## config.mk

```make
export PLATFORM = sky130hd
export DESIGN_NAME = ipl_resolver
export DESIGN_NICKNAME = d
export VERILOG_FILES = /design/src/rtl/ipl_pkg.sv /design/src/rtl/ipl_datapath.sv /design/src/rtl/ipl_control.sv /design/src/rtl/ipl_resolver.sv
export SDC_FILE = /design/constraint.sdc
export NUM_CORES = 1
export LEC_CHECK = 0
export BUFFER_PORTS_ARGS = -buffer_cell sky130_fd_sc_hd__buf_4
export CORE_ASPECT_RATIO = 1.25
export CORE_MARGIN = 2
export CORE_UTILIZATION = 34
export DETAILED_ROUTE_END_ITERATION = 6
export PLACE_DENSITY_LB_ADDON = 0.25
export SYNTH_ARGS = -nofsm -noshare
export SYNTH_HDL_FRONTEND = slang
export SYNTH_SLANG_ARGS = --single-unit
```

## constraint.sdc

```tcl
create_clock -name clk -period 4 [get_ports clk]
set_clock_uncertainty 0.15 [all_clocks]
set_input_delay 0.4 -clock clk [delete_from_list [all_inputs] [get_ports clk]]
set_output_delay 0.4 -clock clk [all_outputs]
set_load 0.05 [all_outputs]
```

## src/rtl/ipl_pkg.sv

```systemverilog
package ipl_pkg;
  localparam int LVL_W = 5;
  localparam int AST_W = 4;

  typedef struct packed {
    logic capture;
  } ctrlStrobe_t;
endpackage

```

## src/rtl/ipl_datapath.sv

```systemverilog
module ipl_datapath
  import ipl_pkg::*;
#(
  parameter int DATA_W  = 32,
  parameter int SW_LO   = 4,
  parameter int SW_CNT  = 15,
  parameter int EXT_LO  = 20,
  parameter int EXT_CNT = 11
) (
  input  logic               clk,
  input  logic               rst_n,
  input  logic [EXT_CNT-1:0] extLines,
  input  logic               swReqWrEn,
  input  logic [DATA_W-1:0]  swReqWrData,
  input  logic               iplWrEn,
  input  logic [DATA_W-1:0]  iplWrData,
  input  logic               astWrEn,
  input  logic [DATA_W-1:0]  astWrData,
  input  ctrlStrobe_t        strobe,
  output logic [LVL_W-1:0]   pendLvl,
  output logic [LVL_W-1:0]   curIpl,
  output logic [DATA_W-1:0]  summaryOut,
  output logic [LVL_W-1:0]   levelIdOut,
  output logic [DATA_W-1:0]  swReqOut,
  output logic               astUnsupported
);
  localparam logic [DATA_W-1:0] SW_MASK =
    DATA_W'(((64'd1 << SW_CNT) - 64'd1) << SW_LO);

  logic [SW_CNT-1:0] swReg;
  logic [AST_W-1:0]  astReg;
  logic [DATA_W-1:0] sumC;

  // Level encoder: later (higher) hits win, external after software
  always_comb begin
    pendLvl = '0;
    for (int i = 0; i < SW_CNT; i++) begin
      if (swReg[i]) pendLvl = LVL_W'(i + 1);
    end
    for (int k = 0; k < EXT_CNT; k++) begin
      if (extLines[k]) pendLvl = LVL_W'(EXT_LO + k);
    end
  end

  always_comb begin
    sumC = '0;
    sumC[SW_LO +: SW_CNT]   = swReg;
    sumC[EXT_LO +: EXT_CNT] = extLines;
  end

  always_ff @(posedge clk) begin
    if (!rst_n) begin
      swReg      <= '0;
      curIpl     <= '0;
      astReg     <= '0;
      summaryOut <= '0;
      levelIdOut <= '0;
    end else begin
      if (swReqWrEn) swReg  <= swReqWrData[SW_LO +: SW_CNT];
      if (iplWrEn)   curIpl <= iplWrData[LVL_W-1:0];
      if (astWrEn)   astReg <= astWrData[AST_W-1:0];
      if (strobe.capture) begin
        summaryOut <= sumC;
        levelIdOut <= pendLvl;
      end
    end
  end

  always_comb begin
    swReqOut = '0;
    swReqOut[SW_LO +: SW_CNT] = swReg;
  end

  assign astUnsupported = |astReg;


  hold_when_idle_chk: assert property (@(posedge clk) disable iff (!rst_n)
    !strobe.capture |=> $stable(summaryOut) && $stable(levelIdOut));

  ipl_width_chk: assert property (@(posedge clk) disable iff (!rst_n)
    iplWrEn |=> curIpl == $past(iplWrData[LVL_W-1:0]));

  sw_mask_chk: assert property (@(posedge clk) disable iff (!rst_n)
    swReqWrEn |=> swReqOut == ($past(swReqWrData) & SW_MASK));

  ast_flag_chk: assert property (@(posedge clk) disable iff (!rst_n)
    (astWrEn && astWrData[AST_W-1:0] != '0) |=> astUnsupported);
endmodule

```

## src/rtl/ipl_control.sv

```systemverilog
module ipl_control
  import ipl_pkg::*;
(
  input  logic             clk,
  input  logic             rst_n,
  input  logic [LVL_W-1:0] pendLvl,
  input  logic [LVL_W-1:0] curIpl,
  output ctrlStrobe_t      strobe,
  output logic             trapPulse
);
  logic fire;

  assign fire = (pendLvl != '0) && (pendLvl > curIpl);

  always_comb begin
    strobe = '0;
    strobe.capture = fire;
  end

  always_ff @(posedge clk) begin
    if (!rst_n) trapPulse <= 1'b0;
    else        trapPulse <= fire;
  end


  no_trap_at_equal_chk: assert property (@(posedge clk) disable iff (!rst_n)
    (pendLvl == curIpl) |=> !trapPulse);
endmodule

```

## src/rtl/ipl_resolver.sv

```systemverilog
module ipl_resolver
  import ipl_pkg::*;
#(
  parameter int DATA_W  = 32,
  parameter int SW_LO   = 4,
  parameter int SW_CNT  = 15,
  parameter int EXT_LO  = 20,
  parameter int EXT_CNT = 11
) (
  input  logic               clk,
  input  logic               rst_n,
  input  logic [EXT_CNT-1:0] extLines,
  input  logic               swReqWrEn,
  input  logic [DATA_W-1:0]  swReqWrData,
  input  logic               iplWrEn,
  input  logic [DATA_W-1:0]  iplWrData,
  input  logic               astWrEn,
  input  logic [DATA_W-1:0]  astWrData,
  output logic               trapPulse,
  output logic [DATA_W-1:0]  summaryOut,
  output logic [LVL_W-1:0]   levelIdOut,
  output logic [LVL_W-1:0]   iplOut,
  output logic [DATA_W-1:0]  swReqOut,
  output logic               astUnsupported
);
  ctrlStrobe_t      strobe;
  logic [LVL_W-1:0] pendLvl;

  ipl_datapath #(
    .DATA_W(DATA_W), .SW_LO(SW_LO), .SW_CNT(SW_CNT),
    .EXT_LO(EXT_LO), .EXT_CNT(EXT_CNT)
  ) u_dp (
    .clk(clk), .rst_n(rst_n), .extLines(extLines),
    .swReqWrEn(swReqWrEn), .swReqWrData(swReqWrData),
    .iplWrEn(iplWrEn), .iplWrData(iplWrData),
    .astWrEn(astWrEn), .astWrData(astWrData),
    .strobe(strobe), .pendLvl(pendLvl), .curIpl(iplOut),
    .summaryOut(summaryOut), .levelIdOut(levelIdOut),
    .swReqOut(swReqOut), .astUnsupported(astUnsupported)
  );

  ipl_control u_ctl (
    .clk(clk), .rst_n(rst_n), .pendLvl(pendLvl), .curIpl(iplOut),
    .strobe(strobe), .trapPulse(trapPulse)
  );


  trap_above_ipl_chk: assert property (@(posedge clk) disable iff (!rst_n)
    trapPulse |-> (levelIdOut != '0) && (levelIdOut > $past(iplOut)));

  ext_level_floor_chk: assert property (@(posedge clk) disable iff (!rst_n)
    (trapPulse && (summaryOut[EXT_LO +: EXT_CNT] != '0)) |->
      (int'(levelIdOut) >= EXT_LO));
endmodule

```

* Yosys cells after proc, flatten, opt, wreduce, memory -nomap -nowiden
Cells that the tools add are included.
** Cells by class
- Mux-type cells :: 26
- Reductions and logical operators :: 3
- Order comparisons :: 1
** Operators by type and width (count)
- $mux W5 :: 11
- $mux W4 :: 8
- $mux W3 :: 4
- $gt A5 B5 Y1 :: 1
- $reduce_bool A5 Y1 :: 1
- $mux W2 :: 2
- $reduce_or A4 Y1 :: 1
- $logic_and A1 B1 Y1 :: 1
- $mux W1 :: 1
** Word-level totals
- Flip-flop bits (word level) :: 56
- Input port bits :: 112

* Depth between registers and ports, before layout
- Depth in word-level cells :: 28
- Depth in mapped cells :: 13

* Modules after synthesis
A second synthesis with hierarchy kept.
** Unflattened totals
- Cell total of the unflattened synthesis :: 283
- Area, all modules :: 2713.9 µm²
** By module, submodules not included
- ipl_datapath :: cells an instance 260, area each 2533.7 µm², times used 1
- ipl_control :: cells an instance 23, area each 180.2 µm², times used 1

* Least setup slack after synthesis
OpenSTA, ideal clock, no wires.
- Path type :: register to register
- From :: register u_dp.swReg[4]
- To :: register u_dp.summaryOut[8]
- Cell stages (with the launch flop) :: 14
- Data arrival time :: 2.979 ns
- Path slack :: 0.800 ns
- Setup time :: 0.072 ns
- Path through :: dfxtp_1 -> inv_1 -> a221o_1 -> a211oi_1 -> o22ai_1 -> o22a_1 -> ha_1 -> nor2b_1 -> o21a_1 -> o21ai_0 -> a21o_1 -> a21oi_1 -> buf_2 -> mux2i_1
** On the way
- Cells in the longest elaborated chain, start to end :: 24
- Elaborated cells between the ends (all ways) :: 25
- Classes of those cells :: order compare: 1; mux: 22; reduce/logical: 2
** Ends and longest elaborated chain
- start, declared :: line ipl_datapath.sv:30 : logic [SW_CNT-1:0] swReg;
- start signal, assigned :: line ipl_datapath.sv:59 : if (swReqWrEn) swReg <= swReqWrData[SW_LO +: SW_CNT];
- $mux W3 (3 in a row) :: line ipl_datapath.sv:38 : if (swReg[i]) pendLvl = LVL_W'(i + 1);
- $mux W4 (8 in a row) :: line ipl_datapath.sv:38
- $mux W5 (11 in a row) :: line ipl_datapath.sv:41 : if (extLines[k]) pendLvl = LVL_W'(EXT_LO + k);
- $gt A5 B5 Y1 or $reduce_bool A5 Y1 (tied branches) :: line ipl_control.sv:13 : assign fire = (pendLvl != '0) && (pendLvl > curIpl);
- $logic_and A1 B1 Y1 :: line ipl_control.sv:13
- end signal, assigned :: line ipl_datapath.sv:63 : summaryOut <= sumC;
- end, declared :: line ipl_datapath.sv:22 : output logic [DATA_W-1:0] summaryOut,
Several ways; a longest one is shown, not always the timed one.
A chain may end at the register's enable or synchronous reset.

* Final worst setup path
- From :: register u_dp.swReg[4]
- To :: register u_dp.levelIdOut[2]
** On the way
- Cells in the longest elaborated chain, start to end :: 24
- Elaborated cells between the ends (all ways) :: 25
- Classes of those cells :: order compare: 1; mux: 22; reduce/logical: 2
** Ends and longest elaborated chain
- $mux W3 * (3 in a row) :: line ipl_datapath.sv:38
- $mux W4 * (8 in a row) :: line ipl_datapath.sv:38
- $mux W5 * (11 in a row) :: line ipl_datapath.sv:41
- $gt A5 B5 Y1 or $reduce_bool A5 Y1 (tied branches) :: line ipl_control.sv:13
- $logic_and A1 B1 Y1 :: line ipl_control.sv:13
- end signal, assigned :: line ipl_datapath.sv:64 : levelIdOut <= pendLvl;
- end, declared :: line ipl_datapath.sv:23 : output logic [LVL_W-1:0] levelIdOut,
Every way passes the cells marked *; elsewhere a longest branch is shown, timed or not.

==> reports/metrics.csv <==
stage;metric;value;unit
outcome;status;finished, final reports clean;
sta;Slew Limit Fails;0;
sta;Fin. Hold Viols;0;
cells_and_area;share of layout cells above drive strength 1;27.02;%
detailed_routing;drt wl/cell;12.90;um
die;Core Region;0.007747;mm2
placed_design;Final Wtd Congestion;0.7566;
sta;min Tclk post-route;3.478;ns
setup_path;Setup Crit Path Kind;flip-flop to flip-flop;
sta;Final Cycle Share;86.94;%
cells_and_area;nets;512;
yosys;Synth Cell Area;0.002695;mm2
cts;post-CTS sizing;0;
detailed_routing;total wire length;6334;um
cells_and_area;Final Instance Count excl. Fillers;491;
global_routing;number of global-route vias before repair;2149;
sta;final worst setup slack;0.5225;ns
yosys;Syn Inst Count;311;
sta;Max transition margin;47.98;%
power;cell area power density;393.8;mW/mm2
sta;setup violators final;0;
sta;setup TNS;0;ns
setup_path;Max FO, Critical Path;11;
die;io pins;188;
cts;clk buf depth;2;
global_routing;GR Util All Layers;14.76;%
cts;worst skew pair latency;0.32;ns
job;Max Cap Viol;0;
cts;hold_buf cts;0;
setup_path;crit path from;u_dp.swReg[4];
placed_design;dpl cell area;0.003385;mm2
cts;postcts setup bufs;0;
cells_and_area;Ant. Diodes;0;
cts;H-tree depth;2;
yosys;Synth area leaders;dfxtp_1 (42%), mux2i_1 (20%), nand2_1 (8.9%), buf_4 (7.0%), nor2_1 (5.3%);
yosys;share of the synthesized area in the top cell type;41.60;%
detailed_routing;initial drt markers;67;
global_routing;first-pass GRT wire length;10510;um
yosys;post-synthesis register bit count;56;
cts;clk root buf;clkbuf_8;
detailed_routing;DRC errors left;0;
cts;CTS buffer count;5;
cells_and_area;Finished Cell Area;0.003492;mm2
setup_path;Arr. time, crit path;3.57;ns
die;FP Rows;36;
placed_design;hpwl dp;4765;um
yosys;sequential fraction of the synthesis area;41.60;%
sta;Fmax;0.2876;GHz
yosys;Netlist cell types;37;
global_routing;largest net degree at the start of global routing;62;
yosys;Synth area leader;dfxtp_1;
cts;Clock Sinks;56;
worst_hold_path;worst min path class;input port to flip-flop;
detailed_routing;DRT Pass-1 Iters;4;
setup_path;worst r2r src;u_dp.swReg[4];
placed_design;dpl ws;0.5643;ns
setup_path;Setup crit end kind;flip-flop;
detailed_routing;Final ANT Viol Nets;0;
setup_path;critical-path cell list;inv_1 > a221o_1 > a211oi_1 > o22ai_1 > o22a_1 > ha_1 > nor2b_1 > o21a_1 > o21ai_0 > a21o_1 > a21oi_4 > buf_4 > mux2i_1;
global_routing;grt peak-use layer;met2;
global_routing;grt ovf;0;
global_routing;initial antenna violation count;0;
cts;TritonCTS clock tree;built;
placed_design;Placed Cells;483;
cts;Worst-path clk slew;0.10;ns
die;Die X;83.63;um
global_routing;M3 GR Usage;3.984;%
setup_path;CP max stage delay;0.46;ns
setup_path;CP startpoint kind;flip-flop;
placed_design;IO Port Bufs;92;
global_routing;GR Util met2;23.71;%
sta;RSZ-0062 raised after global routing;no;
worst_hold_path;hold path startpoint;swReqWrData[6];
die;initial core utilization;34.79;%
detailed_routing;vias per inst;4.635;
power;Leak;1.756;nW
sta;Worst Tran Pin Value;0.7755;ns
die;Die Span Y;103.5;um
global_routing;GR Layer Usage met1;19.47;%
cells_and_area;Layout area overhead;29.57;%
power;Worst VDD drop;201.8;uV
setup_path;Buf/Inv on CP;2;
setup_path;slowest cell on the critical path;dfxtp_1;
detailed_routing;DR vias;2276;
die;die area;0.008659;mm2
yosys;total of warnings raised by yosys;0;
setup_path;WP data required;4.09;ns
yosys;Mapped Avg Cell Area;8.666;um2
power;Final Power;1.375;mW
setup_path;Crit path max-delay family;compound AO/OA/AOI/OAI gates;
## placed cells by master (no fill, tap or decap), drive strengths merged, types with 2 or more instances in the layout
| master | Yosys | final |
|---|---|---|
| nor3 | 4 | 4 |
| buf | 27 | 94 |
| dfxtp | 56 | 56 |
| nand2b | 2 | 2 |
| nand2 | 64 | 64 |
| o31ai | 2 | 2 |
| o22ai | 3 | 3 |
| mux2i | 53 | 53 |
| conb | 1 | 23 |
| or3 | 2 | 2 |
| o21ai | 5 | 5 |
| inv | 9 | 9 |
| clkbuf | 12 | 6 |
| nand3 | 3 | 3 |
| clkinv | 1 | 2 |
| nor2 | 38 | 38 |
| a211oi | 2 | 2 |
| a21oi | 7 | 7 |
| ha | 5 | 5 |
| or4 | 3 | 3 |
## logic make-up (layout without fill, tap and decap cells)
kind of cell,Yosys count,count (layout),share of synthesized area [%]
buffers and inverters,49,112,10.35
multiplexers,53,53,19.68
other,1,23,0.1391
adder cells (fa/ha/maj),5,5,2.321
AO/OA/AOI/OAI,27,27,6.825
AND/OR/NAND/NOR,120,120,19.08
flip-flops,56,56,41.60
## final cells by class
class / instances / area (um2)
inverters: 10 / 37.54
multi-input cells: 228 / 1389
flip-flops and latches: 56 / 1121
fillers: 766 / 4255
repair buffers: 94 / 718.2
clock buffers: 6 / 72.57
clock inverters: 2 / 35.03
well taps: 95 / 118.9
## path summary, 6_finish.rpt
path,to,slack (ns),depth (start not counted)
setup / recovery,u_dp.levelIdOut[2],0.52,13
hold / removal,u_dp.swReg[2],0.16,3
setup reg to reg,u_dp.levelIdOut[2],0.52,13
hold reg to reg,u_dp.levelIdOut[1],0.31,2
## worst min-delay path, cell delays in order
cell	delay [ns]
buf_4	0.07
mux2i_1	0.05
nor2_1	0.07
## power by group
part	total, mW	internal (mW)	switching (mW)
registers	0.621	0.592	0.0282
logic	0.383	0.122	0.260
clock network	0.372	0.186	0.186
total	1.38	0.901	0.474
## cell usage after synthesis, drive strengths merged
cell type	instances
nand2	64
dfxtp	56
mux2i	53
nor2	38
buf	27
clkbuf	12
inv	9
a21oi	7
ha	5
o21ai	5
nor3	4
nand3	3
o22ai	3
or4	3
a211oi	2
nand2b	2
o31ai	2
or3	2
a21o	1
a221o	1
a311oi	1
a31o	1
and2	1
and3	1
clkinv	1
conb	1
nor2b	1
nor4	1
o21a	1
o22a	1
o311a	1
o32ai	1
## registers in the layout, summed over array words and instances, names as in the netlist
signal           flops
u_dp.summaryOut     26
u_ctl.trapPulse      1
u_dp.astReg          4
u_dp.swReg          15
u_dp.levelIdOut      5
u_dp.curIpl          5
## per-stage QoR
step                      utilization (%)  hold slack [ns]
after floorplan                         -           0.3011
after global placement              43.69           0.2948
after detailed placement            43.69           0.2993
after CTS                           45.07           0.1564
after global routing                45.07           0.1497
final                               45.07           0.1579
## metal layers
| layer | wire, um | share of wire (%) |
|---|---|---|
| met3 | 417 | 6.6 |
| met4 | 80 | 1.3 |
| met1 | 2871 | 45 |
| met5 | 0 | 0 |
| met2 | 2964 | 47 |
No activity file was read; power rests on OpenSTA's default activity.
